<file path="src/rtl/gpio_pkg.sv">
package gpio_pkg;

    localparam logic [15:0] OFF_PINS  = 16'h0;
    localparam logic [15:0] OFF_LEVEL = 16'h4;
    localparam logic [15:0] OFF_DIR   = 16'h8;

    typedef enum logic [1:0] {
        SEL_PINS  = 2'd0,
        SEL_LEVEL = 2'd1,
        SEL_DIR   = 2'd2,
        SEL_NONE  = 2'd3
    } reg_sel_e;

    typedef struct packed {
        logic     rd;
        logic     wr;
        reg_sel_e sel;
    } bus_req_t;

    function automatic reg_sel_e decode_offset(input logic [15:0] off);
        reg_sel_e s;
        case (off)
            OFF_PINS:  s = SEL_PINS;
            OFF_LEVEL: s = SEL_LEVEL;
            OFF_DIR:   s = SEL_DIR;
            default:   s = SEL_NONE;
        endcase
        return s;
    endfunction

endpackage

</file>
<file path="src/rtl/gpio_sync.sv">
module gpio_sync #(
    parameter int N_PINS = 8,
    parameter int STAGES = 2
) (
    input  logic              clk,
    input  logic              rst,
    input  logic [N_PINS-1:0] pad_in,
    output logic [N_PINS-1:0] pins_q
);
    for (genvar p = 0; p < N_PINS; p++) begin : g_pin
        logic [STAGES-1:0] chain;
        always_ff @(posedge clk) begin
            if (rst) chain <= '0;
            else     chain <= {chain[STAGES-2:0], pad_in[p]};
        end
        always_ff @(posedge clk) begin
            if (rst) pins_q[p] <= 1'b0;
            else     pins_q[p] <= chain[STAGES-1];
        end
    end
endmodule

</file>
<file path="src/rtl/gpio_regs.sv">
module gpio_regs
    import gpio_pkg::*;
#(
    parameter int N_PINS = 8
) (
    input  logic              clk,
    input  logic              rst,
    input  bus_req_t          req,
    input  logic [N_PINS-1:0] wdata,
    output logic [N_PINS-1:0] level_q,
    output logic [N_PINS-1:0] dir_q
);
    logic wr_level, wr_dir;
    assign wr_level = req.wr && (req.sel == SEL_LEVEL);
    assign wr_dir   = req.wr && (req.sel == SEL_DIR);

    always_ff @(posedge clk) begin
        if (rst)           level_q <= '0;
        else if (wr_level) level_q <= wdata;
    end

    always_ff @(posedge clk) begin
        if (rst)         dir_q <= '0;
        else if (wr_dir) dir_q <= wdata;
    end

    AST_LEVEL_WRITE: assert property (@(posedge clk) disable iff (rst)
        (req.wr && req.sel == SEL_LEVEL) |=> level_q == $past(wdata));
    AST_LEVEL_HOLD: assert property (@(posedge clk) disable iff (rst)
        !(req.wr && req.sel == SEL_LEVEL) |=> $stable(level_q));
    AST_DIR_HOLD: assert property (@(posedge clk) disable iff (rst)
        !(req.wr && req.sel == SEL_DIR) |=> $stable(dir_q));
endmodule

</file>
<file path="src/rtl/gpio_rdmux.sv">
module gpio_rdmux
    import gpio_pkg::*;
#(
    parameter int N_PINS = 8
) (
    input  logic              clk,
    input  logic              rst,
    input  bus_req_t          req,
    input  logic [N_PINS-1:0] pins_q,
    input  logic [N_PINS-1:0] level_q,
    input  logic [N_PINS-1:0] dir_q,
    output logic [N_PINS-1:0] rdata
);
    logic [N_PINS-1:0] sel_data;

    always_comb begin
        case (req.sel)
            SEL_PINS:  sel_data = pins_q;
            SEL_LEVEL: sel_data = level_q;
            SEL_DIR:   sel_data = dir_q;
            default:   sel_data = '0;
        endcase
    end

    always_ff @(posedge clk) begin
        if (rst)         rdata <= '0;
        else if (req.rd) rdata <= sel_data;
        else             rdata <= '0;
    end

    AST_RDATA_IDLE: assert property (@(posedge clk) disable iff (rst)
        !req.rd |=> rdata == '0);
    AST_RD_UNMAPPED: assert property (@(posedge clk) disable iff (rst)
        (req.rd && req.sel == SEL_NONE) |=> rdata == '0);
endmodule

</file>
<file path="src/rtl/gpio_port.sv">
module gpio_port
    import gpio_pkg::*;
#(
    parameter int N_PINS = 8,
    parameter int ADDR_W = 4
) (
    input  logic              clk,
    input  logic              rst,
    input  logic [ADDR_W-1:0] bus_addr,
    input  logic              bus_rd,
    input  logic              bus_wr,
    input  logic [N_PINS-1:0] bus_wdata,
    output logic [N_PINS-1:0] bus_rdata,
    input  logic [N_PINS-1:0] pad_in,
    output logic [N_PINS-1:0] pad_out,
    output logic [N_PINS-1:0] pad_oe
);
    localparam int SYNC_STAGES = 2;
    localparam int PIPE_LAT    = SYNC_STAGES + 1;

    bus_req_t          req;
    logic [N_PINS-1:0] pins_q, level_q, dir_q;

    assign req.rd  = bus_rd;
    assign req.wr  = bus_wr;
    assign req.sel = decode_offset(16'(bus_addr));

    gpio_sync #(.N_PINS(N_PINS), .STAGES(SYNC_STAGES)) u_sync (
        .clk(clk), .rst(rst), .pad_in(pad_in), .pins_q(pins_q)
    );

    gpio_regs #(.N_PINS(N_PINS)) u_regs (
        .clk(clk), .rst(rst), .req(req), .wdata(bus_wdata),
        .level_q(level_q), .dir_q(dir_q)
    );

    gpio_rdmux #(.N_PINS(N_PINS)) u_rdmux (
        .clk(clk), .rst(rst), .req(req), .pins_q(pins_q),
        .level_q(level_q), .dir_q(dir_q), .rdata(bus_rdata)
    );

    assign pad_out = level_q;
    assign pad_oe  = dir_q;

    // cycles since reset, saturating, for the latency check
    logic [2:0] age_q;
    always_ff @(posedge clk) begin
        if (rst)                    age_q <= '0;
        else if (age_q != 3'd7)     age_q <= age_q + 3'd1;
    end

    AST_RESET_QUIET: assert property (@(posedge clk)
        rst |=> (pad_oe == '0 && pad_out == '0 && bus_rdata == '0));
    AST_DIR_TO_OE: assert property (@(posedge clk) disable iff (rst)
        (bus_wr && 16'(bus_addr) == OFF_DIR) |=> pad_oe == $past(bus_wdata));
    AST_RO_IGNORED: assert property (@(posedge clk) disable iff (rst)
        (bus_wr && 16'(bus_addr) == OFF_PINS) |=> ($stable(pad_out) && $stable(pad_oe)));
    AST_PIN_LATENCY: assert property (@(posedge clk) disable iff (rst)
        (age_q >= 3'(PIPE_LAT + 1)) |-> pins_q == $past(pad_in, 3));
    AST_NO_RDWR: assert property (@(posedge clk) disable iff (rst)
        !(bus_rd && bus_wr));
endmodule

</file>
<file path="config.mk">
export PLATFORM = sky130hd
export DESIGN_NAME = gpio_port
export DESIGN_NICKNAME = d
export VERILOG_FILES = /design/src/rtl/gpio_pkg.sv /design/src/rtl/gpio_sync.sv /design/src/rtl/gpio_regs.sv /design/src/rtl/gpio_rdmux.sv /design/src/rtl/gpio_port.sv
export SDC_FILE = /design/constraint.sdc
export NUM_CORES = 1
export LEC_CHECK = 0
export BUFFER_PORTS_ARGS = -buffer_cell sky130_fd_sc_hd__buf_4
export CORE_MARGIN = 4
export CORE_UTILIZATION = 50
export DETAILED_ROUTE_END_ITERATION = 6
export HOLD_SLACK_MARGIN = 0.1
export PLACE_DENSITY = 0.77
export SLEW_MARGIN = 0
export SYNTH_ARGS = -nofsm -noshare
export SYNTH_HDL_FRONTEND = slang
export SYNTH_SLANG_ARGS = --single-unit
</file>
<file path="constraint.sdc">
create_clock -name clk -period 1.31 [get_ports clk]
set_input_delay 0.0655 -clock clk [delete_from_list [all_inputs] [get_ports clk]]
set_output_delay 0.0655 -clock clk [all_outputs]
set_load 0.02 [all_outputs]
</file>
==> flow_summary.json, run 1 <==
{
  "status": "complete, no violations",
  "whs_ns": 0.189,
  "arrival_ns": 1.44,
  "ys_seq_elements": 48,
  "nNetsFinal": 247,
  "syn2layout_area_growth_pct": 39.9,
  "pin_count": 48,
  "fin_crit_sh_pct": 89.4,
  "fin_ws_ns": 0.139,
  "rows": 21,
  "fin_setup_tns_ns": 0,
  "numCtsBuffers": 5,
  "criticalPathCategory": "in -> reg",
  "synth_compound_area_share_pct": 4.01,
  "reg2reg_slack_ns": 0.48,
  "dr.pass1.iters": 4,
  "fmaxAchievable_mhz": 854,
  "worst_ir_drop_vdd_mv": 0.760,
  "die_w_um": 67.1,
  "layout_common_cells": "buf_4, dfxtp_1",
  "overflow": 0,
  "first_global_vias": 1227,
  "synth_xor_area_share_pct": 0,
  "grt_pass1_wl_um": 5260,
  "slew_violations": 0,
  "synth_area_leader_cell": "dfxtp_1",
  "worst-path-buf-inv": 3,
  "syn_area_um2": 1750,
  "pwr_density_cell_nw_per_um2": 1060,
  "cp_slowest_stage_delay_ns": 0.55,
  "ys_warn_count": 0,
  "antenna_found_initial": 0,
  "syn_inst": 151,
  "path_cells": "dlygate4sd3_1, buf_4, nor2b_1, dlygate4sd3_1",
  "ys_types": 15,
  "synth_top_area_share_pct": 55.0,
  "drc": 0,
  "met1_length_um": 1350,
  "regToRegEndpoint": "u_rdmux.rdata[5]$_SDFF_PP0_",
  "slew_headroom_pct": 77.5,
  "layout_min_cycle_time_ns": 1.17,
  "die-area_um2": 4500,
  "crit_top_cell": "dlygate4sd3_1",
  "clock-sinks": 48,
  "final_common_cell": "buf_4",
  "total_leakage_power_nw": 1.08,
  "critical_path.max_fanout": 23,
  "crit_family": "buffers and inverters",
  "place_congestion": 0.847,
  "end_kind": "flop",
  "vias": 1244,
  "cts-root-to-sink-buffers": 2,
  "cts_tree": "yes",
  "r2r-start": "u_regs.level_q[5]$_SDFFE_PP0P_",
  "maxCapViolations": 0,
  "met3_length_um": 228,
  "initial_utilization_pct": 51.9,
  "start_kind": "input port",
  "holdPathStages": 3,
  "syn_avg_cell_area_um2": 11.6,
  "setup_violations": 0,
  "hold_viol": 0,
  "drt_iter0_drc": 33,
  "h-tree-depth": 2,
  "wl_met2_um": 1640,
  "hold_class": "in -> reg",
  "ant_nets": 0,
  "rr_worst_depth": 3,
  "yosys-top-cells-area": "dfxtp_1, mux2i_1, nand2b_1",
  "drt-vias-per-instance": 4.61,
  "pre_cts_ws_ns": 0.227,
  "min_to": "u_regs.dir_q[2]$_SDFFE_PP0P_",
  "dr.max_layer_used": "met4",
  "worstMarginPinSlew_ns": 0.336,
  "wl_um": 3290,
  "synth-simple-area-share_pct": 23.1,
  "synthAdderAreaFrac_pct": 0,
  "cpMaxStageDelayCell": "dlygate4sd3_1",
  "diodes": 0,
  "min-delay-start": "bus_wr",
  "wl_per_cell_um": 12.2,
  "cts-root-buf": "clkbuf_4",
  "yosysSeqAreaShare_pct": 55.0,
  "port-buffer-count": 47,
  "hpwl_um": 2260,
  "design.core.area_um2": 3360,
  "fin_skew_ns": 0.00588,
  "drive_gt1_share_pct": 27.7,
  "grt_max_degree": 28,
  "rsz0062_at_grt": "no",
  "synth_top_family_by_area": "simple AND/OR/NAND/NOR gates",
  "clk_pin_slew_ns": 0.13,
  "critical_path_required_ns": 1.58,
  "synthesis.nets": 175,
  "clk_latency_ns": 0.36,
  "synthMuxAreaShare_pct": 13.8,
  "grt.total_usage_pct": 16.2,
  "fp.dieH_um": 67.1,
  "n_fill_cell": 258
}
==> metrics by stage <==
stage / total power (W) / utilization [%] / cells / cell area (um^2)
global route: 0.00271 / 72.7 / 270 / 2440
floorplan: 0.00165 / - / 151 / 1750
CTS: 0.00262 / 71.7 / 267 / 2410
finish: 0.00260 / 72.7 / 270 / 2440
detailed placement: 0.00172 / 62.4 / 236 / 2100
global placement: 0.00171 / 62.4 / 236 / 2100
==> worst max path at each step <==
stage / start / to / cells after the start / slack [ns]
after floorplan: bus_addr[3] / u_regs.dir_q[0]$_SDFFE_PP0P_ / 6 / 0.36
after global placement: bus_addr[2] / u_regs.dir_q[3]$_SDFFE_PP0P_ / 4 / 0.28
after detailed placement: bus_addr[2] / u_regs.dir_q[0]$_SDFFE_PP0P_ / 4 / 0.23
after CTS: bus_addr[3] / u_regs.dir_q[0]$_SDFFE_PP0P_ / 5 / 0.09
after global routing: rst / u_sync.g_pin[2].chain[0]$_SDFF_PP0_ / 4 / 0.10
final: rst / u_sync.g_pin[1].chain[0]$_SDFF_PP0_ / 4 / 0.14
==> registers in the layout (all words and copies together) (netlist names) <==
| signal | count |
|---|---|
| u_sync.g_pin.chain | 16 |
| u_rdmux.rdata | 8 |
| u_regs.dir_q | 8 |
| u_regs.level_q | 8 |
| u_sync.pins_q | 8 |
==> cell families (layout without fill, tap and decap cells) <==
kind of cell	after synthesis	in the layout
flops	48	48
buf+inv	10	83
simple gates	61	61
compound gates	8	8
mux	24	24
==> routing by layer <==
metal / vias up / GRT usage (%)
li1: 640 / -
met1: 561 / 17.1
met2: 35 / 28.0
met3: 8 / 5.90
met4: 0 / 8.35
met5: - / 0
==> cell usage after synthesis (all sizes together) <==
library cell / instances
nand2b: 24
nor2: 1
and3: 1
nand4b: 1
nor4b: 1
mux2i: 24
clkbuf: 5
and2: 8
o2bb2ai: 8
dfxtp: 48
buf: 5
nor2b: 25
==> worst register-to-register path: cells and delay by family, from the launching register on <==
family / cells / cell delay, ns
AND/OR/NAND/NOR: 1 / 0.16
AO/OA/AOI/OAI: 1 / 0.09
flip-flops: 1 / 0.35
multiplexers: 1 / 0.15
==> cell type report <==
cell class	instances	area (um^2)	area share, %
Multi-Input combinational cell	93	722	29.5
Clock buffer	5	37.5	1.54
Tap cell	46	57.6	2.36
Sequential cell	48	961	39.3
Clock inverter	3	42.5	1.74
Timing Repair Buffer	75	623	25.5
==> power by group <==
group,switching [W],internal (W)
Sequential,0.0000111,0.00150
Clock,0.000449,0.000398
Combinational,0.0000915,0.000154
Total,0.000552,0.00205
==> what timing repair did <==
action | in CTS | in global routing
endpoints found under the hold margin | 38 | 6
resized for setup | 0 | 1
buffers inserted | 0 | 2
hold buffers | 23 | 1
endpoints found under the setup margin | 0 | 4
No activity file was read; power rests on OpenSTA's default activity.
==> inputs of run 2 (changes only) <==
Settings changed: CORE_UTILIZATION 50 to 54, PLACE_DENSITY 0.77 to 0.82.
Clock period 1.31 ns to 1.4 ns, I/O delays scaled along.
==> run 2 against run 1 <==
Compared with the run above:
- sequential power shrank 7%
- non-clock buffer count shrank 7
- routed wire length grew 5.8%
- count of clock-buffer cells in the layout grew 1
- setup slack gained 0.0054 ns
- flip-flop and latch count is the same
- global-route usage grew 2.0 points
- register-to-register slack gained 0.06 ns
- sequential share of layout area grew 1.5 points
- critical path depth grew 1
- die area shrank 6.5%
- critical endpoint is now u_regs.dir_q[2]$_SDFFE_PP0P_
- largest cell class unchanged
==> flow_summary.json, run 2 (synthesized netlist as in run 1, its figures left out) <==
{
  "pin_count": 48,
  "fin_skew_ns": 0.00436,
  "fmaxAchievable_mhz": 796,
  "drive_gt1_share_pct": 27.6,
  "wl_um": 3480,
  "maxCapViolations": 0,
  "top_register": "u_sync.g_pin.chain",
  "h-tree-depth": 2,
  "port-buffer-count": 47,
  "first_global_vias": 1264,
  "initial_utilization_pct": 56.7,
  "criticalPathCategory": "in -> reg",
  "drc": 0,
  "cts_tree": "yes",
  "reg2reg_slack_ns": 0.54,
  "nNetsFinal": 240,
  "final_common_cell": "buf_4",
  "antenna_found_initial": 0,
  "hold_class": "in -> reg",
  "clk_latency_ns": 0.36,
  "total_leakage_power_nw": 1.03,
  "design.core.area_um2": 3080,
  "ant_nets": 0,
  "slew_headroom_pct": 68.9,
  "start_kind": "input port",
  "die_w_um": 64.9,
  "die-area_um2": 4210,
  "rsz0062_at_grt": "no",
  "cts-root-buf": "clkbuf_4",
  "setup_violations": 0,
  "clock-sinks": 48,
  "fp.dieH_um": 64.9,
  "critical_path.max_fanout": 10,
  "whs_ns": 0.118,
  "hold_viol": 0,
  "grt_pass1_wl_um": 5770,
  "fin_crit_sh_pct": 89.7,
  "overflow": 0,
  "cts-root-to-sink-buffers": 2,
  "worst_ir_drop_vdd_mv": 0.806,
  "layout_common_cells": "buf_4, dfxtp_1, nor2b_1, nand2b_1, mux2i_1",
  "rows": 20,
  "drt_iter0_drc": 28,
  "slew_violations": 0,
  "layout_min_cycle_time_ns": 1.26,
  "grt.total_usage_pct": 18.2,
  "arrival_ns": 1.55,
  "grt_max_degree": 50,
  "end_kind": "flop",
  "place_congestion": 0.876,
  "largest_register_ffs": 16,
  "syn2layout_area_growth_pct": 34.7,
  "status": "complete, no violations",
  "dr.pass1.iters": 4,
  "drt-vias-per-instance": 4.70,
  "diodes": 0,
  "hpwl_um": 2350,
  "worstMarginPinSlew_ns": 0.465,
  "vias": 1227,
  "clk_pin_slew_ns": 0.13,
  "critical_path_required_ns": 1.70,
  "numCtsBuffers": 5,
  "fin_setup_tns_ns": 0,
  "wl_per_cell_um": 13.3,
  "pwr_density_cell_nw_per_um2": 974
}
[run 2: what timing repair did]
| action | CTS | global route |
|---|---|---|
| hold buffers | 19 | 0 |
| resized for setup | 0 | 0 |
| hold endpoints to repair | 32 | 0 |
| buffers inserted | 0 | 0 |
| setup endpoints to repair | 0 | 0 |
[run 2: routing by layer]
metal | track usage, % | routed length [um] | up-vias
met5 | 0 | 0 | -
met1 | 20.9 | 1460 | 554
met2 | 30.3 | 1690 | 41
li1 | - | - | 621
met4 | 10.6 | 95 | 0
met3 | 4.68 | 234 | 11
[run 2: cell type report]
| type | count | area [um^2] |
|---|---|---|
| multi-input cells | 93 | 713 |
| repair buffers | 68 | 558 |
| flip-flops and latches | 48 | 961 |
| clock inverters | 2 | 15.0 |
| fillers | 222 | 724 |
| clock buffers | 6 | 51.3 |
| well taps | 44 | 55.1 |
[run 2: per-stage QoR]
stage                     power [W]  std cells  utilization [%]  setup slack (ns)  cell area [um^2]
after floorplan             0.00154        151                -             0.446              1750
after CTS                   0.00231        261             76.5             0.132              2350
after global placement      0.00160        234             68.1             0.323              2100
after global routing        0.00240        261             76.5             0.108              2350
final                       0.00229        261             76.5             0.144              2350
after detailed placement    0.00161        234             68.1             0.268              2100
[run 2: worst paths after layout]
path	depth (start not counted)	start	to
max	5	bus_addr[3]	u_regs.dir_q[2]$_SDFFE_PP0P_
min	2	rst	u_sync.pins_q[7]$_SDFF_PP0_
max reg2reg	3	u_regs.level_q[6]$_SDFFE_PP0P_	u_rdmux.rdata[6]$_SDFF_PP0_
min reg2reg	1	u_sync.g_pin[7].chain[1]$_SDFF_PP0_	u_sync.pins_q[7]$_SDFF_PP0_
[run 2: power breakdown]
part | internal [W] | switching [W]
Combinational | 0.000129 | 0.0000822
Clock | 0.000244 | 0.000425
Sequential | 0.00140 | 0.0000110
Total | 0.00177 | 0.000519
[run 2: worst max-delay path, cell delays in order]
cell	delay (ns)
dlygate4sd3_1	0.53
buf_4	0.16
nor2b_4	0.25
and3_4	0.33
mux2i_1	0.21
